[config.mk]
export PLATFORM = sky130hd
export DESIGN_NAME = rg_reset_gen
export DESIGN_NICKNAME = d
export VERILOG_FILES = /design/src/rtl/rg_pkg.sv /design/src/rtl/rg_sync.sv /design/src/rtl/rg_debounce.sv /design/src/rtl/rg_hold.sv /design/src/rtl/rg_reset_gen.sv
export SDC_FILE = /design/constraint.sdc
export NUM_CORES = 1
export LEC_CHECK = 0
export ABC_AREA = 1
export BUFFER_PORTS_ARGS = -buffer_cell sky130_fd_sc_hd__buf_2
export CORE_ASPECT_RATIO = 1.4
export CORE_MARGIN = 2
export CORE_UTILIZATION = 37
export DETAILED_ROUTE_END_ITERATION = 8
export SLEW_MARGIN = 10
export SYNTH_ARGS = -nofsm -noshare
export SYNTH_HDL_FRONTEND = slang
export SYNTH_SLANG_ARGS = --single-unit
[constraint.sdc]
create_clock -name clk -period 1.95 [get_ports clk]
set_clock_uncertainty 0.2 [all_clocks]
set_input_delay 0.39 -clock clk [delete_from_list [all_inputs] [get_ports clk]]
set_output_delay 0.39 -clock clk [all_outputs]
set_load 0.1 [all_outputs]
[src/rtl/rg_pkg.sv]
package rg_pkg;
  // Pushbutton line level after filtering.
  typedef enum logic {
    BTN_PRESSED  = 1'b0,
    BTN_RELEASED = 1'b1
  } btn_level_e;
endpackage

[src/rtl/rg_sync.sv]
module rg_sync #(
  parameter int   STAGES = 2,
  parameter logic INIT   = 1'b1
) (
  input  logic clk,
  input  logic rst,
  input  logic d,
  output logic q
);
  logic [STAGES-1:0] chain;

  generate
    if (STAGES == 1) begin : g_one
      always_ff @(posedge clk) begin
        if (rst) chain <= INIT;
        else     chain <= d;
      end
    end else begin : g_many
      always_ff @(posedge clk) begin
        if (rst) chain <= {STAGES{INIT}};
        else     chain <= {chain[STAGES-2:0], d};
      end
    end
  endgenerate

  assign q = chain[STAGES-1];
endmodule

[src/rtl/rg_debounce.sv]
module rg_debounce
  import rg_pkg::*;
#(
  parameter int DEB_CYCLES = 4
) (
  input  logic       clk,
  input  logic       rst,
  input  logic       level,
  output btn_level_e state
);
  localparam int             CW   = $clog2(DEB_CYCLES + 1);
  localparam logic [CW-1:0]  LAST = CW'(DEB_CYCLES - 1);

  logic [CW-1:0] run;

  always_ff @(posedge clk) begin
    if (rst) begin
      state <= BTN_RELEASED;
      run   <= '0;
    end else if (level == logic'(state)) begin
      run <= '0;
    end else if (run == LAST) begin
      state <= btn_level_e'(level);
      run   <= '0;
    end else begin
      run <= run + 1'b1;
    end
  end

  // a level change is accepted only at the end of a full differing run
  p_change_needs_run_r4: assert property (@(posedge clk) disable iff (rst)
    (!$past(rst) && state != $past(state)) |->
      ($past(run) == LAST && $past(level) != logic'($past(state))));
endmodule

[src/rtl/rg_hold.sv]
module rg_hold #(
  parameter int HOLD_CYCLES = 16
) (
  input  logic clk,
  input  logic rst,
  input  logic cause,
  output logic asserted
);
  localparam int            CW   = $clog2(HOLD_CYCLES + 1);
  localparam logic [CW-1:0] LAST = CW'(HOLD_CYCLES - 1);

  logic [CW-1:0] quiet;

  always_ff @(posedge clk) begin
    if (rst || cause) begin
      asserted <= 1'b1;
      quiet    <= '0;
    end else if (asserted) begin
      if (quiet == LAST) begin
        asserted <= 1'b0;
        quiet    <= '0;
      end else begin
        quiet <= quiet + 1'b1;
      end
    end
  end

  // block reset always leaves the output asserted
  p_power_on_r1: assert property (@(posedge clk) rst |=> asserted);

  // any cause keeps or re-arms the reset
  p_cause_holds_r7: assert property (@(posedge clk) disable iff (rst)
    cause |=> asserted);

  // release happens only after a full quiet run with no cause
  p_release_after_quiet_r3: assert property (@(posedge clk) disable iff (rst)
    (!$past(rst) && $fell(asserted)) |-> ($past(quiet) == LAST && !$past(cause)));

  // once released, stays released while no cause appears
  p_stays_quiet_r3: assert property (@(posedge clk) disable iff (rst)
    (!asserted && !cause) |=> !asserted);
endmodule

[src/rtl/rg_reset_gen.sv]
module rg_reset_gen
  import rg_pkg::*;
#(
  parameter int SYNC_STAGES = 2,
  parameter int DEB_CYCLES  = 1_000_000,
  parameter int HOLD_CYCLES = 13_000_000
) (
  input  logic clk,
  input  logic rst,
  input  logic supply_ok,
  input  logic btn_n,
  output logic cpu_rst_n,
  output logic cpu_rst
);
  logic       btn_sync;
  btn_level_e btn_state;
  logic       cause;
  logic       held;

  rg_sync #(.STAGES(SYNC_STAGES), .INIT(1'b1)) u_sync (
    .clk (clk),
    .rst (rst),
    .d   (btn_n),
    .q   (btn_sync)
  );

  rg_debounce #(.DEB_CYCLES(DEB_CYCLES)) u_deb (
    .clk   (clk),
    .rst   (rst),
    .level (btn_sync),
    .state (btn_state)
  );

  assign cause = !supply_ok || (btn_state == BTN_PRESSED);

  rg_hold #(.HOLD_CYCLES(HOLD_CYCLES)) u_hold (
    .clk      (clk),
    .rst      (rst),
    .cause    (cause),
    .asserted (held)
  );

  assign cpu_rst   = held;
  assign cpu_rst_n = !held;

  // a bad supply sampled at an edge asserts the reset after that edge
  p_supply_drop_r2: assert property (@(posedge clk) disable iff (rst)
    !supply_ok |=> !cpu_rst_n);
endmodule

After elaboration in Yosys (flattened, before gate mapping). Index checks and enable logic that the tools add are counted. W data, S select, Z words.

Flip-flop bits (word level): 48. Input bits: 4. Word-level logic and storage cells: 21.

$add $sub $neg: 2. Equal/unequal tests: 3. Mux-type cells: 3. Bitwise operators: 2. Reduce and logical (&&, ||, !) cells: 6.

Operator list (count): $add A24 B1 Y24 const B (1); $eq A24 B24 Y1 const B (1); $mux W24 (1); $add A20 B1 Y20 const B (1); $eq A20 B20 Y1 const B (1); $reduce_or A3 Y1 (1); $logic_not A1 Y1 (2); $logic_or A1 B1 Y1 (2); $mux W1 (2); $not A1 Y1 (2); $reduce_and A2 Y1 (1); $eq A1 B1 Y1 (1).

Depth between registers and ports, before layout. Gate-level depths: netlist of the first run.

Word-level depth: 3. Depth in mapped cells: 9. Gate-level depth less buffers: 9.

Modules after synthesis. A second synthesis of the first run with hierarchy kept.

Cells, all modules: 395. Area total of the unflattened synthesis: 2682.6 um^2.

By module, submodules not included: rg_hold (times used 1, cells each 237, area an instance 1556.5 um^2, seq. area each 500.5 um^2); rg_debounce (times used 1, cells each 149, area an instance 1059.8 um^2, seq. area each 420.4 um^2); rg_sync (times used 1, cells each 7, area an instance 58.8 um^2, seq. area each 40.0 um^2); rg_reset_gen (times used 1, cells each 2, area an instance 7.5 um^2, seq. area each 0.0 um^2).

Worst setup path before layout of the first run. No wires, ideal clock.

Kind: flip-flop to flip-flop. Start point: register u_hold.asserted. End point: register u_hold.quiet[14]. Setup time: 0.113 ns. Data arrival time: 1.909 ns. Data required time: 1.637 ns. Slack: -0.272 ns. Cell stages (with the launch flop): 7. Buffers on the path: 1. Path through: dfxtp_1 buf_2 inv_2 nor2_2 nand3_1 nor2_1 nor2_1.

RTL lines: start: declaration (line rg_hold.sv:7) `output logic asserted`; start signal: assignment (line rg_hold.sv:16) `asserted <= 1'b1;`; start signal: assignment (line rg_hold.sv:20) `asserted <= 1'b0;`; end signal: assignment (line rg_hold.sv:23) `quiet <= quiet + 1'b1;`; end: declaration (line rg_hold.sv:12) `logic [CW-1:0] quiet;`.

Worst setup path in the final report of the first run.
Start point: register u_hold.quiet[0]. End point: register u_hold.quiet[10].

Longest elaborated chain between the ends: 2.

Ends and longest elaborated chain: $add A24 B1 Y24 or $eq A24 B24 Y1 (tied branches) (line rg_hold.sv:23, rg_hold.sv:19); $mux W24 (*) (line rg_hold.sv:19) `if (quiet == LAST) begin`.

Every way passes the cells marked *; elsewhere a longest branch is shown, timed or not. A chain may end at the register's enable or synchronous reset.

==> qor.yml, run 1 <==
slew_violations: 0
grt_max_degree: 21
synth_cell_type_count: 30
ir_drop_mv: 0.282
via_per_inst: 4.82
yosysWarningCount: 0
fmaxAchievable_ghz: 0.568
clk_path_buf_depth: 2
worstMarginPinSlew_ns: 0.296
antenna_found_initial: 0
slowest_delay_ns: 0.39
numCtsBuffers: 5
synth_flop_cell: "dfxtp_1"
reg2reg_to: "u_hold.quiet[10]"
worst_path_max_delay_cell: "dfxtp_1"
layoutNonFillerInstCount: 513
gp_congestion: 0.891
core-area_um2: 6940
leakagePower_nw: 0.985
grt_pass1_wl_mm: 10.8
synth-seq-cells: 48
first_pass_iters: 4
cts_tree: "done"
setup_viol: 0
worst_hold_startpoint: "btn_n"
synth_top_cell_by_area: "dfxtp_1"
cp_data_required_time_ns: 1.96
yosysMostFrequentCell: "nand2_1"
overflow: 0
dieWidth_um: 75.5
path_buf_inv: 1
path_clk_slew_ns: 0.09
first_global_vias: 2524
clk_latency_ns: 0.31
drt-initial-drc-count: 88
synth_area_per_cell_um2: 6.54
start_kind: "flop"
slew_headroom_pct: 80.1
rows: 36
clock_sinks: 48
via_count: 2472
async_reset_ff_share_pct: 0
synthTopCellsByArea: "dfxtp_1 36%, nand2_1 13%, nor2_1 12%"
num_io_pins: 6
reg2reg_slack_ns: 0.19
hold_end: "u_sync.chain[0]"
powerDensity_nw_per_um2: 558
ys_top_cells_by_count: "90 x nand2_1, 85 x nor2_1, 48 x dfxtp_1, 48 x inv_1, 38 x nand3_1"
syn_inst: 405
grt.total_usage_pct: 17.4
io_buffers: 5
criticalPathCategory: "reg -> reg"
root_buffer: "clkbuf_8"
synth_edf_count: 0
synth_top_cell_area_share_pct: 36.3
crit_family: "simple AND/OR/NAND/NOR gates"
cp-end-kind: "flop"
outcome: "completed"
cp_cell_sequence: "ha_1 -> nand3_2 -> nor3_1 -> nand3_1 -> nand2_1 -> buf_4 -> nor3_1"
hp-class: "in -> reg"
htreeDepth: 2
initial_core_util_pct: 38.2
rsz0062_at_grt: "no"
cp.arrival_ns: 1.77
r2r_cells: 7
min_period_ns: 1.76
drc: 0
cp_max_fo: 8
syn-num-nets: 411
fin_crit_sh_pct: 90.3
cpMostUsedCell: "nor3_1"
maxCapViolations: 0
dp_cells: 505
drive_gt1_share_pct: 10.8
n_antenna_cell: 0
ys_seq_area_share_pct: 36.3
report.final.hold_viol_count: 0
nets: 423
dp_hpwl_mm: 4.86
wire_per_inst_um: 12.0
hold_slack_ns: 0.0606
die-area_um2: 7860
synthToLayoutAreaGrowth_pct: 11.0
die_h_um: 104
min_path_cells: 2
ant_nets: 0
wirelength_mm: 6.16
synth_area_um2: 2650
r2r-start: "u_hold.quiet[0]"
tns_ns: 0
holdBufCountCts: 0
==> metrics by stage <==
| step | total power [W] | utilization [%] | area [um2] | setup slack [ns] |
|---|---|---|---|---|
| floorplan | 0.00103 | - | 2650 | 0.0648 |
| global placement | 0.00105 | 41.1 | 2850 | 0.236 |
| detailed placement | 0.00105 | 41.1 | 2850 | 0.214 |
| CTS | 0.00167 | 42.4 | 2940 | 0.183 |
| global route | 0.00170 | 42.4 | 2940 | 0.0356 |
| finish | 0.00164 | 42.4 | 2940 | 0.188 |
==> cell usage in the layout, fill, tap and decap left out, drive strengths merged <==
| cell type | synthesis | routed |
|---|---|---|
| a21oi | 11 | 11 |
| buf | 5 | 12 |
| clkbuf | 2 | 5 |
| clkinv | 0 | 1 |
| clkinvlp | 0 | 1 |
| dfxtp | 48 | 48 |
| ha | 2 | 2 |
| inv | 49 | 50 |
| nand2 | 94 | 94 |
| nand3 | 41 | 41 |
| nand3b | 3 | 3 |
| nand4 | 16 | 16 |
| nor2 | 95 | 95 |
| nor3 | 13 | 13 |
| nor3b | 1 | 1 |
| o21ai | 4 | 4 |
| o21bai | 1 | 1 |
| o31ai | 1 | 1 |
| or2 | 2 | 2 |
| or3 | 1 | 1 |
| xnor2 | 7 | 7 |
| xor2 | 9 | 9 |
==> state kept, by name, summed over array words and instances (netlist names) <==
register / count
u_hold.quiet: 24
u_deb.run: 20
u_sync.chain: 2
u_deb.state: 1
u_hold.asserted: 1
==> per-layer routing <==
layer	vias to the layer above	GRT usage [%]	part of all wire [%]
met5	-	0	0
met4	0	7.64	3.4
met3	20	3.20	2.2
met2	28	33.3	56
met1	1117	16.9	39
li1	1307	-	-
==> area by class of cell <==
class,instances,area [um2]
tap,95,119
clock buffer,5,68.8
clock inverter,3,21.3
fill,774,3990
timing repair buffer,12,120
sequential,48,962
multi-input combinational,301,1470
inverter,49,184
==> cells by family after synthesis <==
logic type                 after synthesis  synth area share (%)
AOI/OAI and AO/OA                       17                  3.54
DFF                                     48                  36.3
xor gates and xnor gates                16                  5.29
and+or+nand+nor                        266                  45.5
buffers and inverters                   56                  8.45
adders and majority gates                2                 0.944
==> worst max path at each step <==
stage | start | end | slack [ns] | depth (start not counted)
5_1_grt | u_deb.run[1] | u_deb.run[9] | 0.04 | 7
3_3_place_gp | u_hold.quiet[0] | u_hold.quiet[10] | 0.24 | 7
6_report | u_hold.quiet[0] | u_hold.quiet[10] | 0.19 | 7
3_5_place_dp | u_deb.run[1] | u_deb.run[16] | 0.21 | 7
2_1_floorplan | u_hold.asserted | u_hold.quiet[14] | 0.06 | 6
4_1_cts | u_deb.run[1] | u_deb.run[16] | 0.18 | 7
==> what timing repair did <==
| action | in CTS | in global routing |
|---|---|---|
| setup buffers | 0 | 0 |
| endpoints found under the hold margin | 0 | 0 |
| resized for setup | 0 | 1 |
| endpoints found under the setup margin | 0 | 2 |
==> power by group <==
part | switching (W) | internal [W] | total, W
logic | 0.0000212 | 0.0000144 | 0.0000357
registers | 0.00000300 | 0.000984 | 0.000987
clock network | 0.000365 | 0.000255 | 0.000621
Power figures use the tool's default switching activity.
==> inputs of run 2 (changes only) <==
Clock period 1.95 ns to 2.22 ns, I/O delays scaled along.
==> run 2 against run 1 <==
Cell count is 0.58% lower. Sequential power is 12% lower. Register-to-register slack better by 0.19 ns. Largest power group unchanged. Highest routed layer unchanged.
==> qor.yml, run 2 (synthesis gave the netlist of run 1 again) <==
hp-class: "in -> reg"  # unchanged
reg2reg_slack_ns: 0.38  # was 0.19 ns
grt_pass1_wl_mm: 9.96  # was 10.8 mm
antenna_found_initial: 0  # unchanged
hold_end: "u_sync.chain[0]"  # unchanged
grt_max_degree: 21  # unchanged
slew_violations: 0  # unchanged
cp_cell_sequence: "buf_2"  # was ha_1 -> nand3_2 -> nor3_1 -> nand3_1 -> nand2_1 -> buf_4 -> nor3_1
cts_resized: 0  # unchanged
finalPower_w: 0.00153  # was 0.00164 W
dieWidth_um: 75.5  # unchanged
final_cell_mix: "90 x nand2_1, 85 x nor2_1, 48 x inv_1"  # was 90 x nand2_1, 84 x nor2_1, 48 x inv_1
start_kind: "flop"  # unchanged
finalInstanceArea_um2: 2900  # was 2940 um2
io_buffers: 5  # unchanged
p_seq_share_pct: 56.7  # was 60.1%
wirelength_mm: 5.84  # was 6.16 mm
drt-initial-drc-count: 74  # was 88
top_register: "u_hold.quiet"  # unchanged
clk_latency_ns: 0.30  # was 0.31 ns
wire_per_inst_um: 11.4  # was 12.0 um
slowest_delay_ns: 0.46  # was 0.39 ns
n_antenna_cell: 0  # unchanged
fin_crit_sh_pct: 83.3
via_per_inst: 4.77  # was 4.82
cp-end-kind: "output port"  # was flop
powerDensity_nw_per_um2: 528  # was 558 nW/um2
placed_cell_area_um2: 2790  # was 2850 um2
tns_ns: 0  # unchanged
cts_tree: "done"  # unchanged
synthToLayoutAreaGrowth_pct: 9.30  # was 11.0%
die-area_um2: 7860  # unchanged
first_pass_iters: 4  # unchanged
drive_gt1_share_pct: 9.88  # was 10.8%
worst_path_max_delay_cell: "buf_2"  # was dfxtp_1
maxCapViolations: 0  # unchanged
min_path_cells: 2  # unchanged
p_switching_w: 0.000324  # was 0.000389 W
multi_input_comb_area_um2: 1470  # about the same
cp_max_fo: 9  # was 8
holdBufCountCts: 0  # unchanged
first_global_vias: 2346  # was 2524
rows: 36  # unchanged
clock_sinks: 48  # unchanged
p_int_w: 0.00121  # was 0.00125 W
reg2reg_to: "u_deb.run[9]"  # was u_hold.quiet[10]
core-area_um2: 6940  # unchanged
ant_nets: 0  # unchanged
grt.total_usage_pct: 16.0  # was 17.4%
p_comb_share_pct: 1.7  # was 2.2%
drc: 0  # unchanged
p_clk_share_pct: 41.7  # was 37.8%
report.final.hold_viol_count: 0  # unchanged
htreeDepth: 2  # unchanged
nFillCells: 789  # was 774
initial_core_util_pct: 38.2  # unchanged
dp_slack_ns: 0.369  # was 0.214 ns
cp.arrival_ns: 1.21  # was 1.77 ns
numCtsBuffers: 5  # unchanged
setup_viol: 0  # unchanged
gp_congestion: 0.887  # was 0.891
layout_setup_ws_ns: 0.370  # was 0.188 ns
overflow: 0  # unchanged
via_count: 2431  # was 2472
worstMarginPinSlew_ns: 0.484  # was 0.296 ns
top_regs: "u_hold.quiet x24, u_deb.run x20, u_sync.chain x2"  # unchanged
nets: 420  # was 423
dp_hpwl_mm: 4.59  # was 4.86 mm
num_io_pins: 6  # unchanged
worst_hold_startpoint: "btn_n"  # unchanged
crit_family: "buffers and inverters"  # was simple AND/OR/NAND/NOR gates
r2r_cells: 7  # unchanged
largest_reg_flops: 24  # unchanged
min_period_ns: 1.85
hold_slack_ns: 0.123  # was 0.0606 ns
path_clk_slew_ns: 0.09  # about the same
r2r-start: "u_deb.run[0]"  # was u_hold.quiet[0]
root_buffer: "clkbuf_8"  # unchanged
clk_path_buf_depth: 2  # unchanged
cp_data_required_time_ns: 1.58  # was 1.96 ns
cts_setup_buffers: 0  # unchanged
final_common_cell: "nand2_1"  # unchanged
path_buf_inv: 1  # unchanged
slew_headroom_pct: 67.9  # was 80.1%
criticalPathCategory: "reg -> out"  # was reg -> reg
fmaxAchievable_ghz: 0.541
swShare_pct: 21.2  # was 23.7%
outcome: "completed"  # unchanged
die_h_um: 104  # unchanged
ir_drop_mv: 0.250  # was 0.282 mV
rsz0062_at_grt: "no"  # unchanged
leakagePower_nw: 0.963  # was 0.985 nW
final-seq-area_um2: 962  # unchanged
-- run 2: cell types whose count changed in the layout (fill, tap and decap cells not counted), sizes merged --
cell | before | now
inv | 50 | 49
bufinv | 0 | 1
buf | 12 | 9
-- run 2: layout make-up --
cell class | count | share of cell area, %
timing repair buffer | 9 | 1.90
multi-input combinational | 301 | 50.6
inverter | 49 | 6.35
clock buffer | 5 | 2.38
tap | 95 | 4.10
sequential | 48 | 33.2
clock inverter | 3 | 1.47
-- run 2: power by group through the flow --
stage,Sequential [W],Clock (W),Combinational (W)
detailed placement,0.000887,0,0.0000265
CTS,0.000867,0.000658,0.0000265
floorplan,0.000887,0,0.0000183
global route,0.000868,0.000691,0.0000292
global placement,0.000887,0,0.0000265
finish,0.000867,0.000638,0.0000255
-- run 2: routing by layer --
metal	global-route usage [%]	routed length [um]	vias to the layer above	part of all wire (%)
met5	0	0	-	0
met4	5.01	74	0	1.3
met3	3.10	137	8	2.3
met2	30.4	3270	27	56
met1	16.7	2360	1102	40
li1	-	-	1294	-
-- run 2: worst max-delay path by stage --
stage	depth (start not counted)	to	slack [ns]	from
finish	1	cpu_rst	0.37	u_hold.asserted
global route	6	u_hold.quiet[22]	0.13	u_hold.quiet[0]
CTS	7	u_deb.run[9]	0.35	u_deb.run[0]
detailed placement	7	u_deb.run[9]	0.37	u_deb.run[0]
global placement	7	u_deb.run[15]	0.41	u_deb.run[0]
floorplan	6	u_hold.quiet[14]	0.33	u_hold.asserted
-- run 2: through the flow --
stage | cells | utilization (%)
floorplan | 405 | -
global placement | 502 | 40.2
detailed placement | 502 | 40.2
CTS | 510 | 41.8
global route | 510 | 41.8
finish | 510 | 41.8
==> inputs of run 3 (changes only) <==
Clock period 2.22 ns to 1.7 ns, I/O delays scaled along.
==> run 3 against run 2 <==
Sequential share of layout area shrank 3.3 points. Hold slack worse by 0.11 ns. Combinational power is 120% higher. Cell count increased by 3.9%. Largest cell class unchanged. Critical path depth is 6 higher. Highest routed layer unchanged. Die area stayed put. Count of clock-buffer cells in the layout grew 2.
==> qor.yml, run 3 (synthesis gave the netlist of run 1 again) <==
n_antenna_cell: 0  # unchanged
clk_latency_ns: 0.31  # was 0.30 ns
hp-class: "in -> reg"  # unchanged
cpMostUsedCell: "nand3_4"
crit_family: "simple AND/OR/NAND/NOR gates"  # was buffers and inverters
numCtsBuffers: 5  # unchanged
criticalPathCategory: "reg -> reg"  # was reg -> out
via_count: 2617  # was 2431
fmaxAchievable_ghz: 0.619
clock_sinks: 48  # unchanged
powerDensity_nw_per_um2: 607  # was 528 nW/um2
first_global_vias: 2648  # was 2346
drive_gt1_share_pct: 18.9  # was 9.88%
dp_hpwl_mm: 5.03  # was 4.59 mm
drc: 0  # unchanged
worstMarginPinSlew_ns: 0.285  # was 0.484 ns
outcome: "completed"  # unchanged
maxCapViolations: 0  # unchanged
cts_tree: "done"  # unchanged
core-area_um2: 6940  # unchanged
nets: 440  # was 420
synthToLayoutAreaGrowth_pct: 22.5  # was 9.30%
ant_nets: 0  # unchanged
top_regs: "u_hold.quiet x24, u_deb.run x20, u_sync.chain x2"  # unchanged
slew_violations: 0  # unchanged
die-area_um2: 7860  # unchanged
r2r-start: "u_deb.run[0]"  # unchanged
via_per_inst: 4.94  # was 4.77
initial_core_util_pct: 38.2  # unchanged
crit_path_start: "u_deb.run[0]"  # was u_hold.asserted
worst_hold_startpoint: "btn_n"  # unchanged
wirelength_mm: 6.73  # was 5.84 mm
final_common_cell: "nand2_1"  # unchanged
top_register: "u_hold.quiet"  # unchanged
nFillCells: 739  # was 789
r2r_cells: 7  # unchanged
cp_data_required_time_ns: 1.71  # was 1.58 ns
wire_per_inst_um: 12.7  # was 11.4 um
cp_cell_sequence: "ha_2 -> nand3_4 -> nor3_4 -> nand3_2 -> nand3_4 -> clkbuf_16 -> nor2_1"  # was buf_2
path_clk_slew_ns: 0.09  # about the same
slew_headroom_pct: 81.0  # was 67.9%
cp-end-kind: "flop"  # was output port
ir_drop_mv: 0.329  # was 0.250 mV
worst_path_max_delay_cell: "dfxtp_1"  # was buf_2
first_pass_iters: 4  # unchanged
overflow: 0  # unchanged
leakagePower_nw: 1.10  # was 0.963 nW
root_buffer: "clkbuf_8"  # unchanged
reg2reg_to: "u_deb.run[15]"  # was u_deb.run[9]
start_kind: "flop"  # unchanged
io_buffers: 5  # unchanged
largest_reg_flops: 24  # unchanged
tns_ns: 0  # unchanged
grt.total_usage_pct: 18.8  # was 16.0%
setup_viol: 0  # unchanged
num_io_pins: 6  # unchanged
utilization_pct: 46.8  # was 41.8%
hold_end: "u_sync.chain[0]"  # unchanged
antenna_found_initial: 0  # unchanged
final_cell_mix: "88 x nand2_1, 78 x nor2_1, 48 x inv_1"  # was 90 x nand2_1, 85 x nor2_1, 48 x inv_1
grt_max_degree: 21  # unchanged
reg2reg_slack_ns: 0.08  # was 0.38 ns
rsz0062_at_grt: "no"  # unchanged
cp_max_fo: 10  # was 9
die_h_um: 104  # unchanged
dieWidth_um: 75.5  # unchanged
drt-initial-drc-count: 102  # was 74
fin_crit_sh_pct: 95.0
clk_path_buf_depth: 2  # unchanged
report.final.hold_viol_count: 0  # unchanged
path_buf_inv: 1  # unchanged
rows: 36  # unchanged
gp_congestion: 0.895  # was 0.887
grt_pass1_wl_mm: 11.7  # was 9.96 mm
min_path_cells: 2  # unchanged
cp.arrival_ns: 1.63  # was 1.21 ns
htreeDepth: 2  # unchanged
slowest_delay_ns: 0.35  # was 0.46 ns
min_period_ns: 1.62
-- run 3: cell types whose count changed in the layout (fill, tap and decap cells not counted), sizes merged --
| cell | before | now |
|---|---|---|
| buf | 9 | 28 |
| clkinvlp | 1 | 0 |
| clkbuf | 5 | 8 |
| bufinv | 1 | 0 |
-- run 3: cell type report --
cell class / instances / area (um2) / area share [%]
repair buffers: 29 / 278 / 8.56
flip-flops and latches: 48 / 971 / 29.9
inverters: 49 / 186 / 5.74
clock buffers: 7 / 97.6 / 3.01
clock inverters: 1 / 5.00 / 0.154
well taps: 95 / 119 / 3.66
multi-input cells: 301 / 1590 / 49.0
-- run 3: worst max path at each step --
stage	to	slack, ns	cells after the start
3_3_place_gp	u_deb.run[9]	0.009	7
3_5_place_dp	u_hold.quiet[18]	-0.02	8
2_1_floorplan	u_hold.quiet[19]	0.07	9
6_report	u_deb.run[15]	0.08	7
5_1_grt	u_hold.quiet[19]	0.003	8
4_1_cts	u_deb.run[9]	0.01	7
-- run 3: routing by layer --
| metal | global-route usage (%) | wire length (um) |
|---|---|---|
| met1 | 20.0 | 2630 |
| met2 | 34.8 | 3710 |
| met3 | 3.20 | 178 |
| met4 | 7.27 | 211 |
| met5 | 0 | 0 |
-- run 3: timing repair --
action	CTS	global route
hold buffers	0	0
pin swaps	0	3
resized for setup	2	31
buffers inserted	0	0
cloned	0	1
endpoints found under the setup margin	14	38
-- run 3: power by group --
group	leakage (nW)	internal (W)	switching, W	total, W
Sequential	0.390	0.00113	0.00000407	0.00113
Clock	0.0534	0.000378	0.000405	0.000783
Combinational	0.657	0.0000253	0.0000308	0.0000561
-- run 3: per-stage QoR --
stage	instances	area (um2)	total power, W	hold slack [ns]	setup WS [ns]
finish	530	3250	0.00197	0.0134	0.0847
global route	530	3250	0.00206	0.0186	0.00326
CTS	529	3100	0.00199	0.00243	0.0143
detailed placement	521	2990	0.00121	0.215	-0.0200
global placement	521	2990	0.00121	0.191	0.00908
floorplan	405	2660	0.00118	0.189	0.0663
